--- src/rtl/jtag_tap_pkg.sv ---
`timescale 1ns/1ps
package jtag_tap_pkg;
  localparam int IR_W = 4;
  localparam int ID_W = 32;

  localparam logic [IR_W-1:0] IR_CAPTURE  = 4'b0001;
  localparam logic [IR_W-1:0] OP_BOUNDARY = 4'b0000;
  localparam logic [IR_W-1:0] OP_IDCODE   = 4'b0010;
  localparam logic [IR_W-1:0] OP_DEBUG    = 4'b0111;
  localparam logic [IR_W-1:0] OP_BYPASS   = 4'b1111;

  typedef enum logic [3:0] {
    ST_RESET, ST_IDLE,
    ST_SEL_DR, ST_CAP_DR, ST_SH_DR, ST_EX1_DR, ST_PAU_DR, ST_EX2_DR, ST_UPD_DR,
    ST_SEL_IR, ST_CAP_IR, ST_SH_IR, ST_EX1_IR, ST_PAU_IR, ST_EX2_IR, ST_UPD_IR
  } tap_state_e;

  typedef enum logic [1:0] {DR_BYPASS, DR_IDENT, DR_BOUNDARY, DR_DEBUG} dr_sel_e;

  function automatic dr_sel_e decode_op(input logic [IR_W-1:0] op);
    case (op)
      OP_IDCODE:   return DR_IDENT;
      OP_BOUNDARY: return DR_BOUNDARY;
      OP_DEBUG:    return DR_DEBUG;
      default:     return DR_BYPASS;
    endcase
  endfunction
endpackage

--- src/rtl/jtag_tap_fsm.sv ---
`timescale 1ns/1ps
module jtag_tap_fsm
  import jtag_tap_pkg::*;
(
  input  logic       tck,
  input  logic       rst_n,
  input  logic       tms,
  output tap_state_e state
);
  tap_state_e nxt;

  always_comb begin
    nxt = state;
    case (state)
      ST_RESET:  nxt = tms ? ST_RESET  : ST_IDLE;
      ST_IDLE:   nxt = tms ? ST_SEL_DR : ST_IDLE;
      ST_SEL_DR: nxt = tms ? ST_SEL_IR : ST_CAP_DR;
      ST_CAP_DR: nxt = tms ? ST_EX1_DR : ST_SH_DR;
      ST_SH_DR:  nxt = tms ? ST_EX1_DR : ST_SH_DR;
      ST_EX1_DR: nxt = tms ? ST_UPD_DR : ST_PAU_DR;
      ST_PAU_DR: nxt = tms ? ST_EX2_DR : ST_PAU_DR;
      ST_EX2_DR: nxt = tms ? ST_UPD_DR : ST_SH_DR;
      ST_UPD_DR: nxt = tms ? ST_SEL_DR : ST_IDLE;
      ST_SEL_IR: nxt = tms ? ST_RESET  : ST_CAP_IR;
      ST_CAP_IR: nxt = tms ? ST_EX1_IR : ST_SH_IR;
      ST_SH_IR:  nxt = tms ? ST_EX1_IR : ST_SH_IR;
      ST_EX1_IR: nxt = tms ? ST_UPD_IR : ST_PAU_IR;
      ST_PAU_IR: nxt = tms ? ST_EX2_IR : ST_PAU_IR;
      ST_EX2_IR: nxt = tms ? ST_UPD_IR : ST_SH_IR;
      ST_UPD_IR: nxt = tms ? ST_SEL_DR : ST_IDLE;
      default:   nxt = ST_RESET;
    endcase
  end

  always_ff @(posedge tck or negedge rst_n) begin
    if (!rst_n) state <= ST_RESET;
    else        state <= nxt;
  end
endmodule

--- src/rtl/jtag_tap_ir.sv ---
`timescale 1ns/1ps
module jtag_tap_ir
  import jtag_tap_pkg::*;
(
  input  logic            tck,
  input  logic            rst_n,
  input  logic            tdi,
  input  tap_state_e      state,
  output logic            ir_so,
  output logic [IR_W-1:0] ir_q
);
  logic [IR_W-1:0] sr_q;
  logic cap_en, sh_en, upd_en, rst_en;

  assign cap_en = (state == ST_CAP_IR);
  assign sh_en  = (state == ST_SH_IR);
  assign upd_en = (state == ST_UPD_IR);
  assign rst_en = (state == ST_RESET);
  assign ir_so  = sr_q[0];

  always_ff @(posedge tck or negedge rst_n) begin
    if (!rst_n)      sr_q <= '0;
    else if (cap_en) sr_q <= IR_CAPTURE;
    else if (sh_en)  sr_q <= {tdi, sr_q[IR_W-1:1]};
  end

  always_ff @(negedge tck or negedge rst_n) begin
    if (!rst_n)      ir_q <= OP_IDCODE;
    else if (rst_en) ir_q <= OP_IDCODE;
    else if (upd_en) ir_q <= sr_q;
  end
endmodule

--- src/rtl/jtag_tap_dr.sv ---
`timescale 1ns/1ps
module jtag_tap_dr
  import jtag_tap_pkg::*;
#(
  parameter int              BSR_W    = 8,
  parameter logic [ID_W-1:0] ID_VALUE = 32'h5B3C_9E2D
) (
  input  logic             tck,
  input  logic             rst_n,
  input  logic             tdi,
  input  tap_state_e       state,
  input  dr_sel_e          sel,
  input  logic [BSR_W-1:0] bsr_pi,
  input  logic             dbg_tdo,
  output logic             dr_so,
  output logic [BSR_W-1:0] bsr_po
);
  localparam logic [ID_W-1:0] ID_CAPT = {ID_VALUE[ID_W-1:1], 1'b1};

  logic             byp_q;
  logic [ID_W-1:0]  id_q;
  logic [BSR_W-1:0] bsr_q, bsr_shifted;
  logic cap_en, sh_en, upd_en;

  assign cap_en = (state == ST_CAP_DR);
  assign sh_en  = (state == ST_SH_DR);
  assign upd_en = (state == ST_UPD_DR) && (sel == DR_BOUNDARY);

  always_ff @(posedge tck or negedge rst_n) begin
    if (!rst_n)                             byp_q <= 1'b0;
    else if (cap_en && sel == DR_BYPASS)    byp_q <= 1'b0;
    else if (sh_en && sel == DR_BYPASS)     byp_q <= tdi;
  end

  always_ff @(posedge tck or negedge rst_n) begin
    if (!rst_n)                             id_q <= '0;
    else if (cap_en && sel == DR_IDENT)     id_q <= ID_CAPT;
    else if (sh_en && sel == DR_IDENT)      id_q <= {tdi, id_q[ID_W-1:1]};
  end

  generate
    if (BSR_W > 1) begin : g_chain
      assign bsr_shifted = {tdi, bsr_q[BSR_W-1:1]};
    end else begin : g_single
      assign bsr_shifted = tdi;
    end
  endgenerate

  always_ff @(posedge tck or negedge rst_n) begin
    if (!rst_n)                             bsr_q <= '0;
    else if (cap_en && sel == DR_BOUNDARY)  bsr_q <= bsr_pi;
    else if (sh_en && sel == DR_BOUNDARY)   bsr_q <= bsr_shifted;
  end

  always_ff @(negedge tck or negedge rst_n) begin
    if (!rst_n)      bsr_po <= '0;
    else if (upd_en) bsr_po <= bsr_q;
  end

  always_comb begin
    case (sel)
      DR_IDENT:    dr_so = id_q[0];
      DR_BOUNDARY: dr_so = bsr_q[0];
      DR_DEBUG:    dr_so = dbg_tdo;
      default:     dr_so = byp_q;
    endcase
  end
endmodule

--- src/rtl/jtag_tap_shared_pin.sv ---
`timescale 1ns/1ps
module jtag_tap_shared_pin
  import jtag_tap_pkg::*;
#(
  parameter int              BSR_W    = 8,
  parameter logic [ID_W-1:0] ID_VALUE = 32'h5B3C_9E2D
) (
  input  logic             tck,
  input  logic             sys_rst_n,
  input  logic             tms,
  input  logic             tdi,
  output logic             tdo,
  output logic             tdo_oe,
  input  logic             pin_mode_out,
  input  logic             dbg_event,
  input  logic             rst_ev_in,
  output logic             rst_ev_out,
  output logic             rst_ev_oe,
  output logic             dbg_sel,
  output logic             dbg_shift,
  output logic             dbg_tdi,
  input  logic             dbg_tdo,
  input  logic [BSR_W-1:0] bsr_pi,
  output logic [BSR_W-1:0] bsr_po,
  output logic [IR_W-1:0]  ir_q
);
  // Shared pin: reset input in mode 0, event output in mode 1.
  logic trst_raw_n, tap_rst_n;
  logic [1:0] rst_sync_q;

  assign trst_raw_n = sys_rst_n & (pin_mode_out | rst_ev_in);
  assign rst_ev_oe  = pin_mode_out;
  assign rst_ev_out = ~dbg_event;

  always_ff @(posedge tck or negedge trst_raw_n) begin
    if (!trst_raw_n) rst_sync_q <= 2'b00;
    else             rst_sync_q <= {rst_sync_q[0], 1'b1};
  end
  assign tap_rst_n = rst_sync_q[1];

  tap_state_e tap_state;
  dr_sel_e    dr_sel;
  logic       ir_so, dr_so;

  jtag_tap_fsm u_fsm (
    .tck(tck), .rst_n(tap_rst_n), .tms(tms), .state(tap_state)
  );

  jtag_tap_ir u_ir (
    .tck(tck), .rst_n(tap_rst_n), .tdi(tdi), .state(tap_state),
    .ir_so(ir_so), .ir_q(ir_q)
  );

  assign dr_sel = decode_op(ir_q);

  jtag_tap_dr #(.BSR_W(BSR_W), .ID_VALUE(ID_VALUE)) u_dr (
    .tck(tck), .rst_n(tap_rst_n), .tdi(tdi), .state(tap_state), .sel(dr_sel),
    .bsr_pi(bsr_pi), .dbg_tdo(dbg_tdo), .dr_so(dr_so), .bsr_po(bsr_po)
  );

  assign dbg_sel   = (dr_sel == DR_DEBUG);
  assign dbg_shift = dbg_sel && (tap_state == ST_SH_DR);
  assign dbg_tdi   = tdi;

  // Serial output and its enable are retimed to the falling edge.
  logic tdo_d, oe_d;
  assign tdo_d = (tap_state == ST_SH_IR) ? ir_so : dr_so;
  assign oe_d  = (tap_state == ST_SH_IR) || (tap_state == ST_SH_DR);

  always_ff @(negedge tck or negedge tap_rst_n) begin
    if (!tap_rst_n) begin
      tdo    <= 1'b0;
      tdo_oe <= 1'b0;
    end else begin
      tdo    <= tdo_d;
      tdo_oe <= oe_d;
    end
  end
endmodule

--- config.mk ---
export PLATFORM = sky130hd
export DESIGN_NAME = jtag_tap_shared_pin
export DESIGN_NICKNAME = d
export VERILOG_FILES = /design/src/rtl/jtag_tap_pkg.sv /design/src/rtl/jtag_tap_fsm.sv /design/src/rtl/jtag_tap_ir.sv /design/src/rtl/jtag_tap_dr.sv /design/src/rtl/jtag_tap_shared_pin.sv
export SDC_FILE = /design/constraint.sdc
export NUM_CORES = 1
export LEC_CHECK = 0
export ABC_AREA = 1
export BUFFER_PORTS_ARGS = -buffer_cell sky130_fd_sc_hd__buf_2
export CAP_MARGIN = 20
export CORE_ASPECT_RATIO = 1.1
export CORE_MARGIN = 1.5
export CORE_UTILIZATION = 60
export DETAILED_ROUTE_END_ITERATION = 8
export GPL_TIMING_DRIVEN = 0
export HOLD_SLACK_MARGIN = 0.05
export PLACE_DENSITY = 0.92
export SLEW_MARGIN = 20
export SYNTH_ARGS = -nofsm -noshare
export SYNTH_HDL_FRONTEND = slang
export SYNTH_SLANG_ARGS = --single-unit
--- constraint.sdc ---
create_clock -name tck -period 5.7 [get_ports tck]
set_input_delay 0.855 -clock tck [delete_from_list [all_inputs] [get_ports tck]]
set_output_delay 0.855 -clock tck [all_outputs]
set_load 0.02 [all_outputs]
==> qor.yml <==
outcome:
  status: "complete, no violations"
synth:
  post_synth_num_cell_types: 28
  avgSynthCellArea_um2: 7.89
  syn-cell-area_um2: 3080
  ys_seq_elements: 65
  synth_cells: 390
  synth_nets: 406
  yosysWarnings: 0
  synth.yosys.seq_area_share: 0.529
layout:
  area_growth_pct: 14.6
  stdcell_count: 499
  fin_area_um2: 3530
  fin_util: 0.710
  final_layout_size_suffix_gt1_frac: 0.181
  antenna_cells: 0
  nNetsFinal: 452
global_routing:
  grt_use_total: 0.255
  grtUsageMet2: 0.405
  use_met3: 0.0436
  grt_max_degree: 55
  grt_pass1_vias: 2495
  met1_usage: 0.340
  grt-ovfl-total: 0
  top_usage_layer: "met2"
  grt_pass1_wl_um: 11100
  grt_antenna_before_repair: 0
floorplanning:
  initial_utilization: 0.620
  die_h_um: 78.1
  chipWidth_um: 71.3
  core_area_um2: 4970
  fp-row-count: 27
  io_pins: 35
  die_area_um2: 5570
clock_network:
  clkLatencyLatePin_ns: 0.38
  cts_root_buf: "clkbuf_8"
  path_clk_slew_ns: 0.06
  cts_resized: 0
  cts_setup_buffers: 0
  cts_tree: "built"
  h-tree-depth: 3
  clock-sinks: 65
  cts_hold_buf: 0
  cts_buffer_depth: 2
  cts_made_buffers: 9
power:
  p_leak_nw: 2.01
  p_per_area_nw_per_um2: 478
  vdd_ir_drop_max_mv: 0.277
  finalPower_mw: 1.68
setup_path:
  critPathArrivalTime_ns: 4.40
  reg2regPathDepth: 6
  crit_top_cell: "nor2_1"
  ff2ff_setup_slack_ns: 1.30
  cp_slowest_stage_delay_ns: 0.54
  worst_ep_required_time_ns: 4.85
  path_max_fanout: 4
  rr_endpoint: "u_dr.bsr_po[0]"
  r2r-start: "u_fsm.state[3]"
  end_kind: "primary output"
  path_class: "register to primary output"
  crit_path_cell_trace: "inv_2, nor2_1, nand2_1, nor2_1, buf_2"
  slowest_stage: "dfstp_2"
  crit_path_start_kind: "register"
drt:
  wl_um: 6510
  drcViolationCount: 0
  avgViaCountPerCell: 5.20
  wl_per_cell_um: 13.1
  antenna_left: 0
  drt_first_pass_iters: 4
  drtIter0Drc: 168
  num_vias: 2593
timing:
  tightest_slew_ns: 0.553
  hold_violations: 0
  slew-limit-headroom: 0.630
  timing.setup.tns_ns: 0
  rsz0062_at_grt: "no"
  fin_skew_ns: 0.0482
  report.final.setup_viol: 0
  maxSlewViolCount: 0
hold_path:
  hold_path.class: "register to asynchronous set/reset pin"
placed_design:
  io_buffers: 34
  dp_cells: 483
  gp_congestion: 0.875
  place_area_um2: 3350
  hpwlAfterDp_um: 4560
job:
  drv_cap: 0
==> how the worst max path moves through the flow <==
stage | from | endpoint | slack, ns | cells past startpoint
2_1_floorplan | u_ir.ir_q[1] | dbg_shift | 0.82 | 4
3_3_place_gp | rst_sync_q[1] | u_dr.bsr_po[2] | 0.40 | 0
3_5_place_dp | u_ir.ir_q[1] | dbg_shift | 0.84 | 5
4_1_cts | u_ir.ir_q[1] | dbg_shift | 0.45 | 5
5_1_grt | u_ir.ir_q[1] | dbg_shift | 0.34 | 5
6_report | u_ir.ir_q[1] | dbg_shift | 0.45 | 5
==> sequential cells by signal (all words and copies together) (netlist names) <==
name         cells
u_dr.id_q       32
u_dr.bsr_po      8
u_dr.bsr_q       8
u_fsm.state      4
u_ir.ir_q        4
u_ir.sr_q        4
rst_sync_q       2
tdo              1
tdo_oe           1
u_dr.byp_q       1
==> cells in the final DEF, fill, tap and decap left out, types with 2 or more instances in the layout <==
master	synthesis	layout
nand2_2	4	4
clkbuf_1	2	5
nor2_2	4	4
o22ai_1	3	3
buf_6	3	3
nand2_4	2	2
a21oi_1	4	4
nand3_1	21	21
a31oi_1	2	2
inv_2	7	7
clkbuf_8	0	11
inv_1	53	53
o21ai_0	5	5
nor2_1	18	18
buf_4	4	4
o21ai_1	37	37
o211ai_1	2	2
nor2_4	2	2
buf_2	3	37
nand2_1	136	136
nand4_1	8	8
dfrtp_1	51	50
dfrtn_1	13	13
==> routing by layer <==
layer / part of all wire / wire [um] / vias up
met1: 0.45 / 2930 / 1206
met5: 0 / 0 / -
li1: - / - / 1302
met2: 0.49 / 3160 / 69
met3: 0.043 / 278 / 16
met4: 0.023 / 148 / 0
==> where the power goes <==
part | switching (mW) | internal, mW
combinational | 0.406 | 0.214
sequential | 0.0876 | 0.622
clock | 0.172 | 0.183
==> critical path: cells and delay by family, from the launching register on <==
family                 cells  cell delay (ns)
flip-flops                 1             0.54
AND/OR/NAND/NOR            3             0.38
buffers and inverters      2             0.23
==> through the flow <==
stage	hold slack, ns	setup WS, ns
after floorplan	0.331	0.825
after global placement	0.336	0.399
after detailed placement	0.158	0.844
after CTS	0.166	0.453
after global routing	0.181	0.340
final	0.157	0.449
==> cells by family (layout without fill, tap and decap cells) <==
| logic type | Yosys count | count (layout) | synth area share |
|---|---|---|---|
| other | 1 | 1 | 0.00122 |
| buffers and inverters | 73 | 124 | 0.103 |
| DFF | 65 | 65 | 0.529 |
| and+or+nand+nor | 196 | 196 | 0.272 |
| AOI/OAI and AO/OA | 55 | 55 | 0.0948 |
==> synthesized netlist by cell type (all sizes together) <==
master | count | area [um2]
o22ai | 3 | 18.8
clkbuf | 2 | 7.51
a31oi | 2 | 12.5
inv | 61 | 231
dfstp | 1 | 26.3
conb | 1 | 3.75
nand2 | 142 | 558
nand4 | 8 | 50.1
a22oi | 1 | 7.51
a21oi | 4 | 20.0
nand3 | 21 | 105
dfrtn | 13 | 325
buf | 10 | 78.8
o21ai | 42 | 210
o211ai | 2 | 15.0
nand3b | 1 | 7.51
dfrtp | 51 | 1280
nor2 | 24 | 115
o21a | 1 | 7.51
==> layout make-up <==
class	count	area [um2]
clock buffers	14	163
multi-input cells	252	1130
inverters	60	228
repair buffers	35	198
flip-flops and latches	65	1630
well taps	58	72.6
fillers	388	1440
plain buffers	12	86.3
clock inverters	3	17.5
(Power assumes the default switching activity.)
